<file path="config.mk">
export PLATFORM = sky130hd
export DESIGN_NAME = irqspd_regs
export DESIGN_NICKNAME = d
export VERILOG_FILES = /design/src/rtl/irqspd_pkg.sv /design/src/rtl/irq_flag_bank.sv /design/src/rtl/speed_ctl.sv /design/src/rtl/compat_reg.sv /design/src/rtl/irqspd_regs.sv
export SDC_FILE = /design/constraint.sdc
export NUM_CORES = 1
export LEC_CHECK = 0
export BUFFER_PORTS_ARGS = -buffer_cell sky130_fd_sc_hd__buf_2
export CORE_AREA = 5 5 64 61
export CTS_CLUSTER_SIZE = 8
export DETAILED_ROUTE_END_ITERATION = 16
export DIE_AREA = 0 0 69 66
export GPL_TIMING_DRIVEN = 0
export MAX_ROUTING_LAYER = met4
export PLACE_DENSITY = 0.66
export SYNTH_ARGS = -nofsm -noshare
export SYNTH_HDL_FRONTEND = slang
export SYNTH_HIERARCHICAL = 1
export SYNTH_SLANG_ARGS = --single-unit
</file>
<file path="constraint.sdc">
create_clock -name clk -period 3.2 [get_ports clk]
set_input_delay 0.48 -clock clk [delete_from_list [all_inputs] [get_ports clk]]
set_output_delay 0.48 -clock clk [all_outputs]
set_load 0.02 [all_outputs]
</file>
<file path="src/rtl/irqspd_pkg.sv">
package irqspd_pkg;

    localparam int BUS_W   = 8;
    localparam int NUM_SRC = 5;

    typedef enum logic [2:0] {
        SEL_NONE,
        SEL_FLAG,
        SEL_MASK,
        SEL_COMPAT,
        SEL_SPEED
    } reg_sel_e;

    typedef struct packed {
        logic double_spd;
        logic armed;
    } speed_state_t;

    function automatic logic [BUS_W-1:0] speed_readback(speed_state_t s);
        logic [BUS_W-1:0] v;
        v = '0;
        v[BUS_W-1] = s.double_spd;
        v[0]       = s.armed;
        return v;
    endfunction

    function automatic logic [BUS_W-1:0] widen_flags(logic [NUM_SRC-1:0] f);
        logic [BUS_W-1:0] v;
        v = '0;
        v[NUM_SRC-1:0] = f;
        return v;
    endfunction

endpackage

</file>
<file path="src/rtl/irq_flag_bank.sv">
module irq_flag_bank
    import irqspd_pkg::*;
#(
    parameter int SRC_N  = NUM_SRC,
    parameter int DATA_W = BUS_W
) (
    input  logic              clk,
    input  logic              rst,
    input  logic              wr_flag,
    input  logic              wr_mask,
    input  logic [DATA_W-1:0] wdata,
    input  logic [SRC_N-1:0]  req,
    output logic [SRC_N-1:0]  flags,
    output logic [DATA_W-1:0] mask,
    output logic [SRC_N-1:0]  pending
);

    generate
        for (genvar i = 0; i < SRC_N; i++) begin : g_flag
            always_ff @(posedge clk) begin
                if (rst)            flags[i] <= 1'b0;
                else if (req[i])    flags[i] <= 1'b1;
                else if (wr_flag)   flags[i] <= wdata[i];
            end

            // a request pulse always leaves its flag set
            a_r3_req_sets: assert property (@(posedge clk) disable iff (rst)
                req[i] |=> flags[i]);
            // a write without a competing request loads the bit
            a_r2_write_loads: assert property (@(posedge clk) disable iff (rst)
                (wr_flag && !req[i]) |=> (flags[i] == $past(wdata[i])));
            // with neither a request nor a write, the flag holds
            a_r2_flag_holds: assert property (@(posedge clk) disable iff (rst)
                (!wr_flag && !req[i]) |=> $stable(flags[i]));
        end
    endgenerate

    always_ff @(posedge clk) begin
        if (rst)          mask <= '0;
        else if (wr_mask) mask <= wdata;
    end

    assign pending = mask[SRC_N-1:0] & flags;

    // the mask takes the full written byte
    a_r4_mask_load: assert property (@(posedge clk) disable iff (rst)
        wr_mask |=> (mask == $past(wdata)));

endmodule

</file>
<file path="src/rtl/speed_ctl.sv">
module speed_ctl
    import irqspd_pkg::*;
(
    input  logic         clk,
    input  logic         rst,
    input  logic         wr_speed,
    input  logic         arm_bit,
    input  logic         stop,
    output speed_state_t state
);

    speed_state_t nxt;

    always_comb begin
        nxt = state;
        if (stop && state.armed) begin
            nxt.double_spd = ~state.double_spd;
            nxt.armed      = 1'b0;
        end else if (wr_speed) begin
            nxt.armed = arm_bit;
        end
    end

    always_ff @(posedge clk) begin
        if (rst) state <= '0;
        else     state <= nxt;
    end

    // an armed stop toggles the speed and disarms
    a_r7_switch: assert property (@(posedge clk) disable iff (rst)
        (stop && state.armed) |=> (state.double_spd != $past(state.double_spd)) && !state.armed);
    // without an armed stop the speed is unchanged
    a_r7_speed_hold: assert property (@(posedge clk) disable iff (rst)
        !(stop && state.armed) |=> $stable(state.double_spd));
    // a plain write sets the arm bit from data bit 0
    a_r6_arm_load: assert property (@(posedge clk) disable iff (rst)
        (wr_speed && !(stop && state.armed)) |=> (state.armed == $past(arm_bit)));

endmodule

</file>
<file path="src/rtl/compat_reg.sv">
module compat_reg
    import irqspd_pkg::*;
#(
    parameter int              DATA_W      = BUS_W,
    parameter logic [DATA_W-1:0] LEGACY_CODE = DATA_W'(4)
) (
    input  logic              clk,
    input  logic              rst,
    input  logic              wr_compat,
    input  logic [DATA_W-1:0] wdata,
    output logic [DATA_W-1:0] value,
    output logic              legacy
);

    always_ff @(posedge clk) begin
        if (rst) begin
            value  <= '0;
            legacy <= 1'b0;
        end else if (wr_compat) begin
            value <= wdata;
            if (wdata == LEGACY_CODE) legacy <= 1'b1;
        end
    end

    // the legacy indication is sticky
    a_r8_legacy_sticky: assert property (@(posedge clk) disable iff (rst)
        legacy |=> legacy);
    // writing the code turns the indication on
    a_r8_legacy_set: assert property (@(posedge clk) disable iff (rst)
        (wr_compat && wdata == LEGACY_CODE) |=> legacy);

endmodule

</file>
<file path="src/rtl/irqspd_regs.sv">
module irqspd_regs
    import irqspd_pkg::*;
#(
    parameter logic [7:0] ADDR_FLAG   = 8'h0F,
    parameter logic [7:0] ADDR_MASK   = 8'hFF,
    parameter logic [7:0] ADDR_COMPAT = 8'h4C,
    parameter logic [7:0] ADDR_SPEED  = 8'h4D
) (
    input  logic               clk,
    input  logic               rst,
    input  logic [7:0]         bus_addr,
    input  logic               bus_wr,
    input  logic [BUS_W-1:0]   bus_wdata,
    output logic [BUS_W-1:0]   bus_rdata,
    input  logic [NUM_SRC-1:0] irq_req,
    input  logic               cpu_stop,
    output logic [NUM_SRC-1:0] irq_pending,
    output logic               speed_double,
    output logic               legacy_mode
);

    reg_sel_e           sel;
    logic [NUM_SRC-1:0] flags;
    logic [BUS_W-1:0]   mask;
    logic [BUS_W-1:0]   compat_val;
    speed_state_t       spd;

    always_comb begin
        unique case (bus_addr)
            ADDR_FLAG:   sel = SEL_FLAG;
            ADDR_MASK:   sel = SEL_MASK;
            ADDR_COMPAT: sel = SEL_COMPAT;
            ADDR_SPEED:  sel = SEL_SPEED;
            default:     sel = SEL_NONE;
        endcase
    end

    irq_flag_bank #(.SRC_N(NUM_SRC), .DATA_W(BUS_W)) flag_bank_i (
        .clk     (clk),
        .rst     (rst),
        .wr_flag (bus_wr && sel == SEL_FLAG),
        .wr_mask (bus_wr && sel == SEL_MASK),
        .wdata   (bus_wdata),
        .req     (irq_req),
        .flags   (flags),
        .mask    (mask),
        .pending (irq_pending)
    );

    speed_ctl speed_ctl_i (
        .clk      (clk),
        .rst      (rst),
        .wr_speed (bus_wr && sel == SEL_SPEED),
        .arm_bit  (bus_wdata[0]),
        .stop     (cpu_stop),
        .state    (spd)
    );

    compat_reg #(.DATA_W(BUS_W)) compat_i (
        .clk       (clk),
        .rst       (rst),
        .wr_compat (bus_wr && sel == SEL_COMPAT),
        .wdata     (bus_wdata),
        .value     (compat_val),
        .legacy    (legacy_mode)
    );

    assign speed_double = spd.double_spd;

    always_comb begin
        unique case (sel)
            SEL_FLAG:   bus_rdata = widen_flags(flags);
            SEL_MASK:   bus_rdata = mask;
            SEL_COMPAT: bus_rdata = compat_val;
            SEL_SPEED:  bus_rdata = speed_readback(spd);
            default:    bus_rdata = '0;
        endcase
    end

    // a write to an unmapped address leaves every register alone
    a_r9_unmapped_quiet: assert property (@(posedge clk) disable iff (rst)
        (bus_wr && sel == SEL_NONE && irq_req == '0 && !cpu_stop)
            |=> ($stable(mask) && $stable(compat_val) && $stable(flags) && $stable(spd)));
    // reset clears the visible state
    a_r1_reset_clear: assert property (@(posedge clk)
        rst |=> (irq_pending == '0 && !speed_double && !legacy_mode));

endmodule

</file>
==> impl_metrics.tcl, run 1 <==
set metrics [dict create \
    outcome "completed" \
    grtUsageTotal 0.136 \
    dp_cells 210 \
    die_y_um 66 \
    drtPass1Iterations 4 \
    critPathMostFrequentCell "buf_2" \
    num_rows 20 \
    syn_nets 152 \
    powerDensity_nw_per_um2 340 \
    maxCapViolCount 0 \
    end_kind "output port" \
    dpl.hpwl_um 2250 \
    drtIter0Drc 23 \
    final_area_sq_um 1490 \
    area_growth_syn_to_layout_pct 23.8 \
    routed_wl_um 2950 \
    antenna_found_initial 0 \
    core_sq_um 3200 \
    netlist_instances 127 \
    synth.cell_area_sq_um 1200 \
    clock_latency_ns 0.30 \
    crit_chain "buf_2, or4_2, nor2_1, a22oi_1, nand2_1, buf_2" \
    grt_pass1_wl_um 4910 \
    power_w 0.000508 \
    io_pins 40 \
    diodes 0 \
    num-nets-final 196 \
    first_global_vias 1071 \
    leakagePower_nw 0.641 \
    finalSetupTns_ns 0 \
    port_buffers 39 \
    viasPerCell 4.97 \
    initial_utilization 0.376 \
    die_x_um 69 \
    dpl_cell_area_sq_um 1460 \
    rsz0062_at_grt "false" \
    path_max_fanout 5 \
    layout-drive-gt1-share 0.353 \
    avgSynthCellArea_sq_um 9.49 \
    skew_ns 0.0000510 \
    synth_area_leaders "dfxtp_1, mux2i_1, nor2_1" \
    cts_inserted_buffers 3 \
    worstPathRequired_ns 2.72 \
    post-route-min-period_ns 2.49 \
    fmax_mhz 402 \
    hold_viol_final 0 \
    routed-via-count 1063 \
    wl_per_cell_um 13.8 \
    h-tree-depth 1 \
    clkSinkCount 24 \
    route.detailed.drc 0 \
    globalplace.congestion 0.772 \
    start_kind "input port" \
    cts_hold_buffers 0 \
    gr-total-overflow 0 \
    yosys_register_bits 24 \
    ys_seq_area_frac 0.399 \
    finalSetupViolCount 0 \
    layoutNonFillerInstCount 214 \
    yosysWarnings 6 \
    clkSlewWorstSetupHoldPaths_ns 0.12 \
    peakVddDrop_mv 0.205 \
    synth.top_cell.area_share 0.399 \
    critical_path_class "in -> out" \
    clockRootBuffer "clkbuf_4" \
    relSlewSlack 0.560 \
    cpPeakStageDelay_ns 0.66 \
    whs_ns 0.385 \
    fin_crit_sh 0.777 \
    slew_viol_final 0 \
    yosysUniqueCellTypes 30 \
    worstPathArrival_ns 2.01 \
    cts_tree "built" \
    hold_path.class "in -> reg" \
    post_cts_buffers 0 \
    max_slew.worst_pin.slew_ns 0.657 \
    grt_max_degree 14 \
    slowest_stage "or4_2" \
    yosysTopAreaCell "dfxtp_1" \
    dieArea_sq_um 4550 \
    max-clock-path-buffers 2 \
    cts-resized-gates 0 \
    final_antenna_net_count 0 \
]
-- final cells by class --
cell class | instances | area [sq um]
flip-flops and latches | 24 | 480
well taps | 44 | 55.1
clock buffers | 4 | 36.3
plain buffers | 5 | 46.3
multi-input cells | 89 | 644
inverters | 9 | 33.8
repair buffers | 39 | 195
fillers | 362 | 1710
-- metal layers --
layer,GRT usage,share of wire,vias up
li1,-,-,531
met5,-,0,-
met4,0.0439,0.0034,0
met1,0.169,0.44,493
met2,0.224,0.48,37
met3,0.0289,0.078,2
-- through the flow --
| stage | util | setup slack, ns |
|---|---|---|
| after floorplan | - | 1.10 |
| after global placement | 0.454 | 0.745 |
| after detailed placement | 0.454 | 0.723 |
| after CTS | 0.466 | 0.722 |
| after global routing | 0.466 | 0.596 |
| final | 0.466 | 0.714 |
-- report_power, final --
part / internal, W / leakage (nW) / switching (W) / total, W
registers: 0.000304 / 0.195 / 0.00000337 / 0.000307
logic: 0.0000190 / 0.425 / 0.0000251 / 0.0000441
clock network: 0.0000694 / 0.0210 / 0.0000871 / 0.000157
total: 0.000392 / 0.641 / 0.000116 / 0.000508
-- registers in the layout, indices dropped and copies added, names as in the netlist --
| signal | count |
|---|---|
| compat_i/legacy | 1 |
| compat_i/value | 8 |
| flag_bank_i/flags | 5 |
| flag_bank_i/mask | 8 |
| speed_ctl_i/state | 2 |
-- cells in the mapped netlist --
| library cell | count |
|---|---|
| dfxtp_1 | 24 |
| a221o_2 | 1 |
| mux2i_1 | 22 |
| a22o_2 | 2 |
| and2_2 | 1 |
| buf_4 | 1 |
| nor3_4 | 1 |
| nand4_1 | 3 |
| or4_4 | 1 |
| or4_2 | 1 |
| nand3_1 | 1 |
| nor4b_4 | 1 |
| nor2b_1 | 1 |
| a21oi_2 | 1 |
| nand2_1 | 8 |
| nand3b_1 | 1 |
| or3_2 | 1 |
| nor2_1 | 20 |
| a21oi_1 | 5 |
| o32ai_1 | 1 |
| buf_2 | 1 |
| a222oi_1 | 1 |
| buf_6 | 3 |
| a21bo_1 | 1 |
| and2_1 | 8 |
| a22oi_1 | 4 |
| inv_1 | 9 |
| a211oi_2 | 1 |
| nor4b_1 | 1 |
| a32o_2 | 1 |
-- critical path, delay by kind of cell --
family | cells | cell delay (ns)
and+or+nand+nor | 3 | 1.12
buffers and inverters | 2 | 0.27
AOI/OAI and AO/OA | 1 | 0.12
-- path summary, 6_finish.rpt --
path	startpoint	to	slack, ns	cells past startpoint
worst min register to register	compat_i/legacy	compat_i/legacy	0.49	1
worst max-delay path	bus_addr[4]	bus_rdata[4]	0.71	6
worst max register to register	speed_ctl_i/state[1]	speed_ctl_i/state[1]	2.41	2
worst min-delay path	cpu_stop	speed_ctl_i/state[0]	0.38	2
-- cell usage in the layout (no fill, tap or decap) --
cell type | netlist | routed
buf_2 | 1 | 40
dfxtp_1 | 24 | 24
mux2i_1 | 22 | 22
nor2_1 | 20 | 20
inv_1 | 9 | 9
nand2_1 | 8 | 8
and2_1 | 8 | 8
a21oi_1 | 5 | 5
a22oi_1 | 4 | 4
nand4_1 | 3 | 3
clkbuf_4 | 0 | 3
buf_6 | 3 | 3
a22o_2 | 2 | 2
or4_4 | 1 | 1
nand3_1 | 1 | 1
nor3_4 | 1 | 1
or4_2 | 1 | 1
a222oi_1 | 1 | 1
or3_2 | 1 | 1
o32ai_1 | 1 | 1
nor2b_1 | 1 | 1
a221o_2 | 1 | 1
and2_2 | 1 | 1
clkbuf_8 | 0 | 1
buf_4 | 1 | 1
nor4b_1 | 1 | 1
nor4b_4 | 1 | 1
a32o_2 | 1 | 1
a211oi_2 | 1 | 1
a21bo_1 | 1 | 1
nand3b_1 | 1 | 1
a21oi_2 | 1 | 1
-- logic make-up (layout without fill, tap and decap cells) --
kind of cell	after synthesis	count (layout)	synth area share
buffers and inverters	14	57	0.0665
muxes	22	22	0.183
DFF	24	24	0.399
AOI/OAI and AO/OA	18	18	0.123
and+or+nand+nor	49	49	0.230
Power figures use the tool's default switching activity.
==> run 2, diff against run 1 <==
--- a/config.mk
+++ b/config.mk
@@ -5,14 +5,15 @@
 export SDC_FILE = /design/constraint.sdc
 export NUM_CORES = 1
 export LEC_CHECK = 0
+export ABC_AREA = 1
 export BUFFER_PORTS_ARGS = -buffer_cell sky130_fd_sc_hd__buf_2
-export CORE_AREA = 5 5 64 61
+export CORE_AREA = 5 5 68 64
 export CTS_CLUSTER_SIZE = 8
 export DETAILED_ROUTE_END_ITERATION = 16
-export DIE_AREA = 0 0 69 66
+export DIE_AREA = 0 0 73 69
 export GPL_TIMING_DRIVEN = 0
 export MAX_ROUTING_LAYER = met4
-export PLACE_DENSITY = 0.66
+export PLACE_DENSITY = 0.67
 export SYNTH_ARGS = -nofsm -noshare
 export SYNTH_HDL_FRONTEND = slang
 export SYNTH_HIERARCHICAL = 1
==> constraint.sdc (replaced) <==
create_clock -name clk -period 2 [get_ports clk]
set_input_delay 0.3 -clock clk [delete_from_list [all_inputs] [get_ports clk]]
set_output_delay 0.3 -clock clk [all_outputs]
set_load 0.02 [all_outputs]
==> run 2 against run 1 <==
Net effect:
- die area grew 11%
- flip-flop and latch count is the same
- sequential power grew 60%
- synthesized cell count grew 66%
- largest cell class unchanged
- combinational power grew 110%
==> impl_metrics.tcl, run 2 <==
set metrics [dict create \
    reg_top3 "compat_i/value x8, flag_bank_i/mask x8, flag_bank_i/flags x5" \
    synth.cell_area_sq_um 1380 \
    comb_power_share 0.094 \
    antenna_found_initial 0 \
    h-tree-depth 1 \
    synth_edf_count 0 \
    met2WireLength_um 1470 \
    intPower_w 0.000789 \
    synth.top_cell.area_share 0.349 \
    netlist_instances 211 \
    power_w 0.00101 \
    wl_per_cell_um 10.7 \
    cts_inserted_buffers 3 \
    avgSynthCellArea_sq_um 6.52 \
    ys_seq_area_frac 0.349 \
    start_kind "input port" \
    cts-resized-gates 0 \
    finalSetupTns_ns 0 \
    powerDensity_nw_per_um2 593 \
    p_sw_w 0.000218 \
    core_sq_um 3570 \
    clkSinkCount 24 \
    post_cts_buffers 0 \
    grt_max_degree 15 \
    n_fill_cell 384 \
    port_buffers 39 \
    initial_utilization 0.385 \
    relSlewSlack 0.786 \
    yosysTopAreaCell "dfxtp_1" \
    highest_layer "met4" \
    worstPathArrival_ns 1.19 \
    first_global_vias 1340 \
    fin_crit_sh 0.745 \
    seq_power_share 0.487 \
    viasPerCell 4.56 \
    slew_viol_final 0 \
    layout-drive-gt1-share 0.272 \
    reg2reg_setup_slack_ns 1.31 \
    io_pins 40 \
    finalSetupViolCount 0 \
    drtPass1Iterations 4 \
    post-place-ws_ns 0.360 \
    die_x_um 73 \
    r2r-start "speed_ctl_i/state[0]" \
    dr_wl_met3_um 223 \
    max-clock-path-buffers 2 \
    dieArea_sq_um 5040 \
    num_rows 21 \
    whs_path_depth 2 \
    hold_path.class "in -> reg" \
    synthFlopType "dfxtp_1" \
    wl_met1_um 1500 \
    rsz0062_at_grt "false" \
    post-route-min-period_ns 1.49 \
    worstPathRequired_ns 1.70 \
    dpl.hpwl_um 2470 \
    r2r-end "speed_ctl_i/state[1]" \
    leakagePower_nw 0.864 \
    path_max_fanout 9 \
    yosys_register_bits 24 \
    timing.final.ws_setup_ns 0.511 \
    r2r_cells 3 \
    gr-total-overflow 0 \
    cts_hold_buffers 0 \
    skew_ns 0.0000354 \
    whs_ns 0.255 \
    clockRootBuffer "clkbuf_8" \
    maxCapViolCount 0 \
    area_growth_syn_to_layout_pct 23.5 \
    synthTopCellsByCount "nand2_1, inv_1, nor2_1" \
    layout.cells.most_common "nand2_1" \
    final_antenna_net_count 0 \
    peakVddDrop_mv 0.556 \
    whs_endpoint "flag_bank_i/mask[5]" \
    clkPwrFrac 0.419 \
    hold_viol_final 0 \
    num-nets-final 280 \
    synthArstFlopShare 0 \
    synth_area_leaders "dfxtp_1, nand2_1, inv_1" \
    routed-via-count 1369 \
    grt_pass1_wl_um 5790 \
    cts_tree "built" \
    route.detailed.drc 0 \
    max_slew.worst_pin.slew_ns 0.320 \
    diodes 0 \
    syn_nets 236 \
    final_cell_mix "nand2_1, buf_2, inv_1" \
    routed_wl_um 3220 \
    die_y_um 69 \
    drtIter0Drc 71 \
    outcome "completed" \
    clkSlewWorstSetupHoldPaths_ns 0.09 \
    min_from "rst" \
    synth_most_common_cell "nand2_1" \
    dp_cells 296 \
    grtUsageTotal 0.142 \
    globalplace.congestion 0.783 \
    fmax_mhz 671 \
    yosysUniqueCellTypes 21 \
    yosysWarnings 6 \
    layoutNonFillerInstCount 300 \
    critical_path_class "in -> out" \
    end_kind "output port" \
    clock_latency_ns 0.26 \
    switching_share 0.217 \
]
run 2: cell types whose count changed after synthesis, sizes merged, moves of 3 or more:
cell and delta:
inv +23, nand3 +22, nand4 -3, mux2i -22
nor2 +13, nand2 +64, a22oi -4, and2 -9
a21oi +9
run 2: critical path: stages:
cell,delay [ns]
buf_2,0.11
inv_1,0.06
nand2_1,0.08
nor2_4,0.23
nand3_1,0.12
nand3_1,0.11
buf_2,0.17
run 2: per-stage QoR:
stage                     utilization  cell area (sq um)
after CTS                       0.476               1700
final                           0.476               1700
after detailed placement        0.456               1630
after global routing            0.476               1700
after floorplan                     -               1380
after global placement          0.456               1630
run 2: logic make-up (layout without fill, tap and decap cells):
kind of cell,Yosys count,after routing,share of synthesized area
compound gates,18,18,0.0918
buf+inv,40,83,0.137
flops,24,24,0.349
simple gates,129,129,0.422
run 2: layout make-up:
cell class,instances,area [sq um],area share
sequential,24,480,0.283
buffer,6,55.1,0.0324
clock buffer,3,41.3,0.0243
inverter,34,134,0.0787
clock inverter,1,30.0,0.0177
tap,46,57.6,0.0338
multi-input combinational,147,707,0.416
timing repair buffer,39,195,0.115
run 2: worst max-delay path by stage:
stage	start	endpoint	slack [ns]	cells after the start
floorplan	bus_addr[5]	compat_i/legacy	0.66	10
global placement	bus_addr[7]	compat_i/legacy	0.36	11
finish	bus_addr[1]	bus_rdata[3]	0.51	7
CTS	bus_addr[5]	bus_rdata[3]	0.52	8
global route	bus_addr[3]	bus_rdata[1]	0.39	8
detailed placement	bus_addr[5]	compat_i/legacy	0.36	11
run 2: metal layers:
metal	up-vias	track usage
li1	729	-
met1	598	0.193
met2	38	0.213
met3	4	0.0305
met4	0	0.0389
met5	-	-
run 2: power by group through the flow:
stage | logic [W] | registers [W] | clock network, W
global route | 0.000109 | 0.000492 | 0.000451
CTS | 0.0000956 | 0.000491 | 0.000438
floorplan | 0.0000526 | 0.000501 | 0
finish | 0.0000948 | 0.000490 | 0.000423
detailed placement | 0.0000951 | 0.000502 | 0
global placement | 0.0000946 | 0.000502 | 0
==> run 3, diff against run 2 <==
--- a/config.mk
+++ b/config.mk
@@ -13,7 +13,7 @@
 export DIE_AREA = 0 0 73 69
 export GPL_TIMING_DRIVEN = 0
 export MAX_ROUTING_LAYER = met4
-export PLACE_DENSITY = 0.67
+export PLACE_DENSITY = 0.65
 export SYNTH_ARGS = -nofsm -noshare
 export SYNTH_HDL_FRONTEND = slang
 export SYNTH_HIERARCHICAL = 1
==> constraint.sdc (replaced) <==
create_clock -name clk -period 1.4 [get_ports clk]
set_input_delay 0.21 -clock clk [delete_from_list [all_inputs] [get_ports clk]]
set_output_delay 0.21 -clock clk [all_outputs]
set_load 0.02 [all_outputs]
==> run 3 against run 2 <==
Net effect:
- die area did not move
- final cell count up 1.0%
- register-to-register slack worse by 0.62 ns
- largest power group unchanged
- clock skew hardly changed
- core utilization rose by 0.81 points
- highest routed layer unchanged
- clock power increased by 44%
==> impl_metrics.tcl, run 3 (synthesis gave the netlist of run 2 again) <==
set metrics [dict create \
    outcome "completed" \
    globalplace.congestion 0.793 \
    diodes 0 \
    post-route-min-period_ns 1.30 \
    max_slew.worst_pin.slew_ns 0.307 \
    hold_path.class "in -> reg" \
    maxCapViolCount 0 \
    relSlewSlack 0.795 \
    worstPathRequired_ns 1.19 \
    drtPass1Iterations 4 \
    fmax_mhz 771 \
    hold_viol_final 0 \
    dpl.hpwl_um 2420 \
    peakVddDrop_mv 0.646 \
    die_y_um 69 \
    first_global_vias 1246 \
    wl_per_cell_um 10.9 \
    clockRootBuffer "clkbuf_8" \
    drtIter0Drc 48 \
    cp.buffers_inverters 4 \
    final_antenna_net_count 0 \
    start_kind "input port" \
    grt_max_degree 15 \
    slew_viol_final 0 \
    crit_chain "buf_2, inv_2, nand2_1, nor2_4, buf_6, nand3_1, nand3_1, buf_2" \
    layout-drive-gt1-share 0.284 \
    cpPeakStageDelay_ns 0.17 \
    grtUsageTotal 0.136 \
    worstPathArrival_ns 1.09 \
    initial_utilization 0.385 \
    num_rows 21 \
    end_kind "output port" \
    critPathTopFamily "buffers and inverters" \
    clock_latency_ns 0.27 \
    timing.final.ws_setup_ns 0.102 \
    die_x_um 73 \
    clkSlewWorstSetupHoldPaths_ns 0.09 \
    fin_crit_sh 0.927 \
    cts_hold_buffers 0 \
    slowest_stage "buf_2" \
    routed-via-count 1382 \
    dieArea_sq_um 5040 \
    port_buffers 39 \
    critical_path_class "in -> out" \
    finalSetupTns_ns 0 \
    num-nets-final 283 \
    reg_top3 "compat_i/value x8, flag_bank_i/mask x8, flag_bank_i/flags x5" \
    max-clock-path-buffers 2 \
    post-route-util 0.484 \
    antenna_found_initial 0 \
    io_pins 40 \
    gr-total-overflow 0 \
    skew_ns 0.0000168 \
    core_sq_um 3570 \
    powerDensity_nw_per_um2 840 \
    leakagePower_nw 0.876 \
    viasPerCell 4.56 \
    cts_inserted_buffers 3 \
    cts_tree "built" \
    post-place-ws_ns -0.163 \
    grt_pass1_wl_um 5450 \
    h-tree-depth 1 \
    finalSetupViolCount 0 \
    routed_wl_um 3300 \
    final_cell_mix "nand2_1, buf_2, inv_1" \
    clkSinkCount 24 \
    path_max_fanout 10 \
    area_growth_syn_to_layout_pct 25.6 \
    route.detailed.drc 0 \
    whs_ns 0.164 \
    n_fill_cell 405 \
    layout.cells.most_common "nand2_1" \
]
==> run 3: cell types whose count changed in the layout (fill, tap and decap cells not counted), sizes merged <==
cell,change
buf,+2
nor2,+1
==> run 3: worst reg2reg max path: stages (launching register included) <==
cell and delay [ns]:
dfxtp_1 0.41, nand3_1 0.10, nand2_1 0.07, nor2_1 0.04
==> run 3: per-stage QoR <==
stage	total power, W	area (sq um)	std cells
floorplan	0.000790	1380	211
global placement	0.000852	1630	296
detailed placement	0.000853	1630	296
CTS	0.00146	1700	300
global route	0.00150	1730	303
finish	0.00145	1730	303
==> run 3: final cells by class <==
| class | instances | area [sq um] | share of cell area |
|---|---|---|---|
| multi-input combinational | 148 | 716 | 0.414 |
| sequential | 24 | 480 | 0.278 |
| timing repair buffer | 41 | 215 | 0.124 |
| inverter | 34 | 134 | 0.0774 |
| tap | 46 | 57.6 | 0.0333 |
| buffer | 6 | 55.1 | 0.0318 |
| clock buffer | 3 | 41.3 | 0.0239 |
| clock inverter | 1 | 30.0 | 0.0174 |
==> run 3: what timing repair did <==
action | in CTS | in global routing
setup endpoints to repair | 0 | 4
setup buffers | 0 | 2
gates resized for setup | 0 | 3
==> run 3: worst paths after layout <==
kind	start	to	slack, ns	cells after the start
max reg2reg	speed_ctl_i/state[0]	speed_ctl_i/state[1]	0.69	3
min reg2reg	compat_i/legacy	compat_i/legacy	0.46	2
max	bus_addr[7]	bus_rdata[2]	0.10	8
min	rst	flag_bank_i/mask[5]	0.16	2
==> run 3: metal layers <==
| metal | routed length, um | part of all wire | track usage | vias to the layer above |
|---|---|---|---|---|
| met5 | 0 | 0 | - | - |
| met4 | 27 | 0.0082 | 0.0246 | 0 |
| met3 | 255 | 0.077 | 0.0320 | 4 |
| met2 | 1480 | 0.45 | 0.219 | 39 |
| met1 | 1530 | 0.46 | 0.173 | 606 |
| li1 | - | - | - | 733 |
==> run 3: power by group <==
part | internal (W) | switching [W]
clock network | 0.000382 | 0.000228
logic | 0.0000548 | 0.0000863
registers | 0.000693 | 0.00000769
